===== src/rtl/clkdiv_pkg.sv =====
package clkdiv_pkg;
    localparam int STATUS_W = 8;
    localparam logic [STATUS_W-1:0] BUSY_MASK = 8'h18;

    typedef enum logic [1:0] {
        PH_IDLE   = 2'd0,
        PH_PEND   = 2'd1,
        PH_SETTLE = 2'd2
    } phase_e;
endpackage


===== src/rtl/clkdiv_decode.sv =====
module clkdiv_decode #(
    parameter int DATA_W  = 8,
    parameter int FIELD_W = 5,
    parameter int RATIO_W = 6
) (
    input  logic [DATA_W-1:0]  data_i,
    output logic               legal_i_o,
    output logic [RATIO_W-1:0] ratio_o
);
    localparam logic [RATIO_W-1:0] FULL = RATIO_W'(1) << FIELD_W;

    logic [FIELD_W-1:0] field;
    logic [RATIO_W-1:0] raw;

    assign field     = data_i[FIELD_W-1:0];
    assign legal_i_o = (data_i >> FIELD_W) == '0;

    generate
        if (FIELD_W == 6) begin : g_prescale
            always_comb begin
                if (field[5]) raw = RATIO_W'({field[4:0], 6'b0});
                else          raw = RATIO_W'(field[4:0]);
            end
        end else begin : g_plain
            assign raw = RATIO_W'(field);
        end
    endgenerate

    assign ratio_o = (raw == '0) ? FULL : raw;
endmodule


===== src/rtl/clkdiv_ctrl.sv =====
module clkdiv_ctrl #(
    parameter int RATIO_W = 6,
    parameter logic [RATIO_W-1:0] RESET_RATIO = '1
) (
    input  logic               clk_i,
    input  logic               rst_ni,
    input  logic               wr_i,
    input  logic               legal_i,
    input  logic [RATIO_W-1:0] new_ratio_i,
    input  logic               gate_wr_i,
    input  logic               gate_val_i,
    input  logic               boundary_i,
    output logic [RATIO_W-1:0] ratio_o,
    output logic               en_o,
    output logic               busy_o,
    output logic               err_o
);
    import clkdiv_pkg::*;

    typedef struct packed {
        phase_e             phase;
        logic [RATIO_W-1:0] ratio;
        logic [RATIO_W-1:0] pend;
        logic               en;
        logic               err;
    } state_t;

    state_t st_d, st_q;
    logic   busy;

    always_comb begin
        st_d = st_q;
        busy = (st_q.phase != PH_IDLE);
        case (st_q.phase)
            PH_PEND: begin
                if (boundary_i || !st_q.en) begin
                    st_d.ratio = st_q.pend;
                    st_d.phase = PH_SETTLE;
                end
            end
            PH_SETTLE: st_d.phase = PH_IDLE;
            default:   st_d.phase = st_q.phase;
        endcase
        if (wr_i) begin
            if (busy || !legal_i) begin
                st_d.err = 1'b1;
            end else begin
                st_d.pend  = new_ratio_i;
                st_d.phase = PH_PEND;
            end
        end
        if (gate_wr_i) st_d.en = gate_val_i;
    end

    always_ff @(posedge clk_i or negedge rst_ni) begin
        if (!rst_ni) begin
            st_q.phase <= PH_IDLE;
            st_q.ratio <= RESET_RATIO;
            st_q.pend  <= RESET_RATIO;
            st_q.en    <= 1'b0;
            st_q.err   <= 1'b0;
        end else begin
            st_q <= st_d;
        end
    end

    assign ratio_o = st_q.ratio;
    assign en_o    = st_q.en;
    assign busy_o  = busy;
    assign err_o   = st_q.err;
endmodule


===== src/rtl/clkdiv_count.sv =====
module clkdiv_count #(
    parameter int RATIO_W = 6
) (
    input  logic               clk_i,
    input  logic               rst_ni,
    input  logic               en_i,
    input  logic [RATIO_W-1:0] ratio_i,
    output logic               tick_o
);
    logic [RATIO_W-1:0] cnt_d, cnt_q;
    logic               last;

    always_comb begin
        last = (cnt_q == ratio_i - RATIO_W'(1));
        if (!en_i)     cnt_d = '0;
        else if (last) cnt_d = '0;
        else           cnt_d = cnt_q + RATIO_W'(1);
    end

    always_ff @(posedge clk_i or negedge rst_ni) begin
        if (!rst_ni) cnt_q <= '0;
        else         cnt_q <= cnt_d;
    end

    assign tick_o = en_i && last;
endmodule


===== src/rtl/clkdiv_top.sv =====
module clkdiv_top #(
    parameter int DATA_W  = 8,
    parameter int FIELD_W = 5
) (
    input  logic              clk_i,
    input  logic              rst_ni,
    input  logic              div_wr_i,
    input  logic [DATA_W-1:0] div_data_i,
    input  logic              gate_wr_i,
    input  logic              gate_val_i,
    output logic              tick_o,
    output logic [7:0]        status_o,
    output logic              err_o
);
    import clkdiv_pkg::*;

    localparam int RATIO_W = (FIELD_W == 6) ? FIELD_W + 5 : FIELD_W + 1;
    localparam logic [RATIO_W-1:0] FULL = RATIO_W'(1) << FIELD_W;

    logic               dec_legal;
    logic [RATIO_W-1:0] dec_ratio;
    logic [RATIO_W-1:0] ctl_ratio;
    logic               ctl_en;
    logic               ctl_busy;

    clkdiv_decode #(.DATA_W(DATA_W), .FIELD_W(FIELD_W), .RATIO_W(RATIO_W)) u_dec (
        .data_i    (div_data_i),
        .legal_i_o (dec_legal),
        .ratio_o   (dec_ratio)
    );

    clkdiv_ctrl #(.RATIO_W(RATIO_W), .RESET_RATIO(FULL)) u_ctrl (
        .clk_i       (clk_i),
        .rst_ni      (rst_ni),
        .wr_i        (div_wr_i),
        .legal_i     (dec_legal),
        .new_ratio_i (dec_ratio),
        .gate_wr_i   (gate_wr_i),
        .gate_val_i  (gate_val_i),
        .boundary_i  (tick_o),
        .ratio_o     (ctl_ratio),
        .en_o        (ctl_en),
        .busy_o      (ctl_busy),
        .err_o       (err_o)
    );

    clkdiv_count #(.RATIO_W(RATIO_W)) u_cnt (
        .clk_i   (clk_i),
        .rst_ni  (rst_ni),
        .en_i    (ctl_en),
        .ratio_i (ctl_ratio),
        .tick_o  (tick_o)
    );

    assign status_o = ctl_busy ? BUSY_MASK : '0;
endmodule


===== config.mk =====
export PLATFORM = sky130hd
export DESIGN_NAME = clkdiv_top
export DESIGN_NICKNAME = d
export VERILOG_FILES = /design/src/rtl/clkdiv_pkg.sv /design/src/rtl/clkdiv_decode.sv /design/src/rtl/clkdiv_ctrl.sv /design/src/rtl/clkdiv_count.sv /design/src/rtl/clkdiv_top.sv
export SDC_FILE = /design/constraint.sdc
export NUM_CORES = 1
export LEC_CHECK = 0
export BUFFER_PORTS_ARGS = -buffer_cell sky130_fd_sc_hd__buf_4
export CAP_MARGIN = 0
export CORE_AREA = 2 2 77 42
export DETAILED_ROUTE_END_ITERATION = 6
export DIE_AREA = 0 0 79 44
export PLACE_DENSITY_LB_ADDON = 0.08
export SETUP_SLACK_MARGIN = 0.2
export SYNTH_ARGS = -nofsm -noshare
export SYNTH_HDL_FRONTEND = slang
export SYNTH_SLANG_ARGS = --single-unit

===== constraint.sdc =====
create_clock -name clk_i -period 2.46 [get_ports clk_i]
set_input_delay 0.246 -clock clk_i [delete_from_list [all_inputs] [get_ports clk_i]]
set_output_delay 0.246 -clock clk_i [all_outputs]
set_load 0.02 [all_outputs]

==> flow_metrics.tcl <==
set metrics [dict create \
    status "finished, final reports clean" \
    final_area_um2 1580 \
    min_path_type "in2reg" \
    min_period_ns 2.32 \
    syn_avg_cell_area_um2 10.1 \
    dominantRegCellSynth "dfrtp_1" \
    viasPerCell 5.60 \
    place_ws_ns 0.197 \
    hpwl_um 2180 \
    synthToLayoutAreaGrowth_pct 20.4 \
    numPortBuffers 16 \
    tritoncts "yes" \
    wire_per_inst_um 15.4 \
    seq_area_frac_synth_pct 42.3 \
    cp_max_fo 3 \
    syn_inst 130 \
    yosys_warnings 0 \
    clock_latency_ns 0.26 \
    num_io_pins 23 \
    grt_max_degree 23 \
    synth_area_um2 1310 \
    fin_nets 170 \
    r2r_slack_ns 0.31 \
    multiInputGateArea_um2 674 \
    synth-edff-count 0 \
    critPathLaunchType "flip-flop" \
    antenna_found_initial 0 \
    place_area_um2 1430 \
    cts_made_buffers 3 \
    die_w_um 79 \
    p_leak_nw 0.666 \
    place_congestion 0.822 \
    fmax_mhz 431 \
    dieArea_um2 3480 \
    num_vias 1076 \
    grt_remaining_overflow 0 \
    ys_ff_latch 22 \
    antenna_left 0 \
    setup_ws_ns 0.139 \
    cp-end-kind "primary output" \
    grt_pass1_vias 1076 \
    drive_above_1_share_pct 28.9 \
    cts_htree_levels 1 \
    critPathKind "reg2out" \
    hold_violations 0 \
    fillers 261 \
    fp.dieH_um 44 \
    post-route-period-util_pct 94.4 \
    initial_core_util_pct 46.1 \
    synthArstFlopShare_pct 100 \
    required_ns 2.21 \
    min-delay-start "div_data_i[0]" \
    clock_sinks 22 \
    fin_skew_ns 0.00392 \
    hold_depth 2 \
    antennaDiodeCount 0 \
    hold_ws_ns 0.129 \
    grt_pass1_wl_um 4970 \
    clk_pin_slew_ns 0.08 \
    grt_usage_pct 19.1 \
    fin_util_pct 55.5 \
    synth_cell_type_count 38 \
    drc 0 \
    rr_endpoint "u_ctrl.st_q[15]" \
    rows 14 \
    setup_tns_ns 0 \
    register_area_um2 553 \
    rsz0062_at_grt "true" \
    cts-root-buf "clkbuf_8" \
    cp.arrival_ns 2.08 \
    rr_worst_depth 9 \
    slew_violations 0 \
    finalSetupViolCount 0 \
    drt-total-wl_um 2960 \
    irDropWorstVdd_uv 437 \
    whs_endpoint "u_ctrl.st_q[7]" \
    drt_iter0_drc 56 \
    clockBufferDepth 2 \
    max-cap-violations 0 \
    pwr_density_cell_nw_per_um2 825 \
    drt_pass1_iterations 6 \
    r2r-start "u_ctrl.ratio_o[0]" \
    core_area_um2 2840 \
]
==> cells by family after synthesis <==
logic type	after synthesis	share of synthesized area [%]
AOI/OAI and AO/OA	21	13.3
muxes	5	4.30
adders and majority gates	4	3.82
buffers and inverters	23	9.27
other	1	0.287
and+or+nand+nor	44	20.1
xor gates and xnor gates	10	6.69
DFF	22	42.3
==> report_power, final <==
group | switching (mW) | internal (mW) | leakage [nW]
Combinational | 0.246 | 0.241 | 0.381
Sequential | 0.0966 | 0.453 | 0.256
Clock | 0.119 | 0.143 | 0.0288
Total | 0.462 | 0.838 | 0.666
==> cells in the final DEF (no fill, tap or decap), types with 2 or more instances in the layout <==
cell type	Yosys	routed
buf_4	9	25
dfrtp_1	20	20
inv_1	9	7
nor2_1	7	7
nand2_1	7	7
xnor2_1	6	6
nand4b_1	6	6
a222oi_1	6	6
conb_1	1	6
nor3_1	5	5
mux2_2	5	5
xor2_1	4	4
nand3_1	4	4
clkbuf_8	0	4
and2_1	4	3
o211ai_1	3	3
o311ai_0	3	3
ha_1	4	3
inv_2	0	2
nand3b_1	2	2
a21oi_1	2	2
dfstp_2	2	2
==> cell type report <==
type,instances,area share [%]
repair buffers,27,13.3
multi-input cells,90,42.8
clock buffers,4,3.49
inverters,9,2.14
well taps,40,3.18
flip-flops and latches,22,35.1
==> worst max-delay path by stage <==
| stage | cells after the start | slack (ns) | start | to |
|---|---|---|---|---|
| 2_1_floorplan | 8 | 0.27 | u_ctrl.ratio_o[0] | tick_o |
| 3_3_place_gp | 8 | 0.31 | u_ctrl.ratio_o[0] | tick_o |
| 3_5_place_dp | 8 | 0.20 | u_ctrl.ratio_o[0] | tick_o |
| 4_1_cts | 8 | 0.15 | u_ctrl.ratio_o[1] | tick_o |
| 5_1_grt | 8 | 0.07 | u_ctrl.ratio_o[1] | tick_o |
| 6_report | 8 | 0.14 | u_ctrl.ratio_o[1] | tick_o |
==> per-stage QoR <==
stage,std cells,total power [mW]
detailed placement,179,0.979
CTS,190,1.28
global route,192,1.38
floorplan,135,0.877
finish,192,1.30
global placement,179,0.959
==> layer usage <==
metal,GRT usage (%),wire [µm],vias up
li1,-,-,505
met1,26.4,1480,531
met2,29.7,1300,34
met3,5.42,136,6
met4,5.52,36,0
met5,0,0,-
==> registers in the layout (all words and copies together) (netlist names) <==
signal          count
u_ctrl.en_o         1
u_ctrl.st_q         8
u_ctrl.err_o        1
u_ctrl.ratio_o      6
u_cnt.cnt_q         6
==> repair_timing <==
| action | CTS | global route |
|---|---|---|
| hold buffers | 1 | 0 |
| resized for setup | 8 | 0 |
| hold endpoints to repair | 20 | 0 |
| setup buffers | 6 | 2 |
| pin swaps | 3 | 1 |
| setup endpoints to repair | 1 | 1 |
==> synthesized netlist by cell type, types with 2 or more instances <==
cell | number | area, µm²
nand4b_1 | 6 | 52.6
xor2_1 | 4 | 35.0
nand2_1 | 7 | 26.3
a222oi_1 | 6 | 60.1
mux2_2 | 5 | 56.3
a21oi_1 | 2 | 10.0
nand3_1 | 4 | 20.0
o211ai_1 | 3 | 22.5
nor2_1 | 7 | 26.3
nand3b_1 | 2 | 15.0
buf_4 | 9 | 67.6
o311ai_0 | 3 | 26.3
dfstp_2 | 2 | 52.6
clkbuf_1 | 4 | 15.0
inv_1 | 9 | 33.8
nor3_1 | 5 | 25.0
xnor2_1 | 6 | 52.6
and2_1 | 4 | 25.0
ha_1 | 4 | 50.1
dfrtp_1 | 20 | 500
==> worst max-delay path, cell delays in order (launching register included) <==
cell and delay (ns):
dfrtp_1 0.40, inv_2 0.09, ha_4 0.14, or3b_1 0.35, a211oi_2 0.19, and4b_1 0.23
and2b_1 0.15, and2_4 0.14, buf_6 0.11
Power figures use the tool's default switching activity.
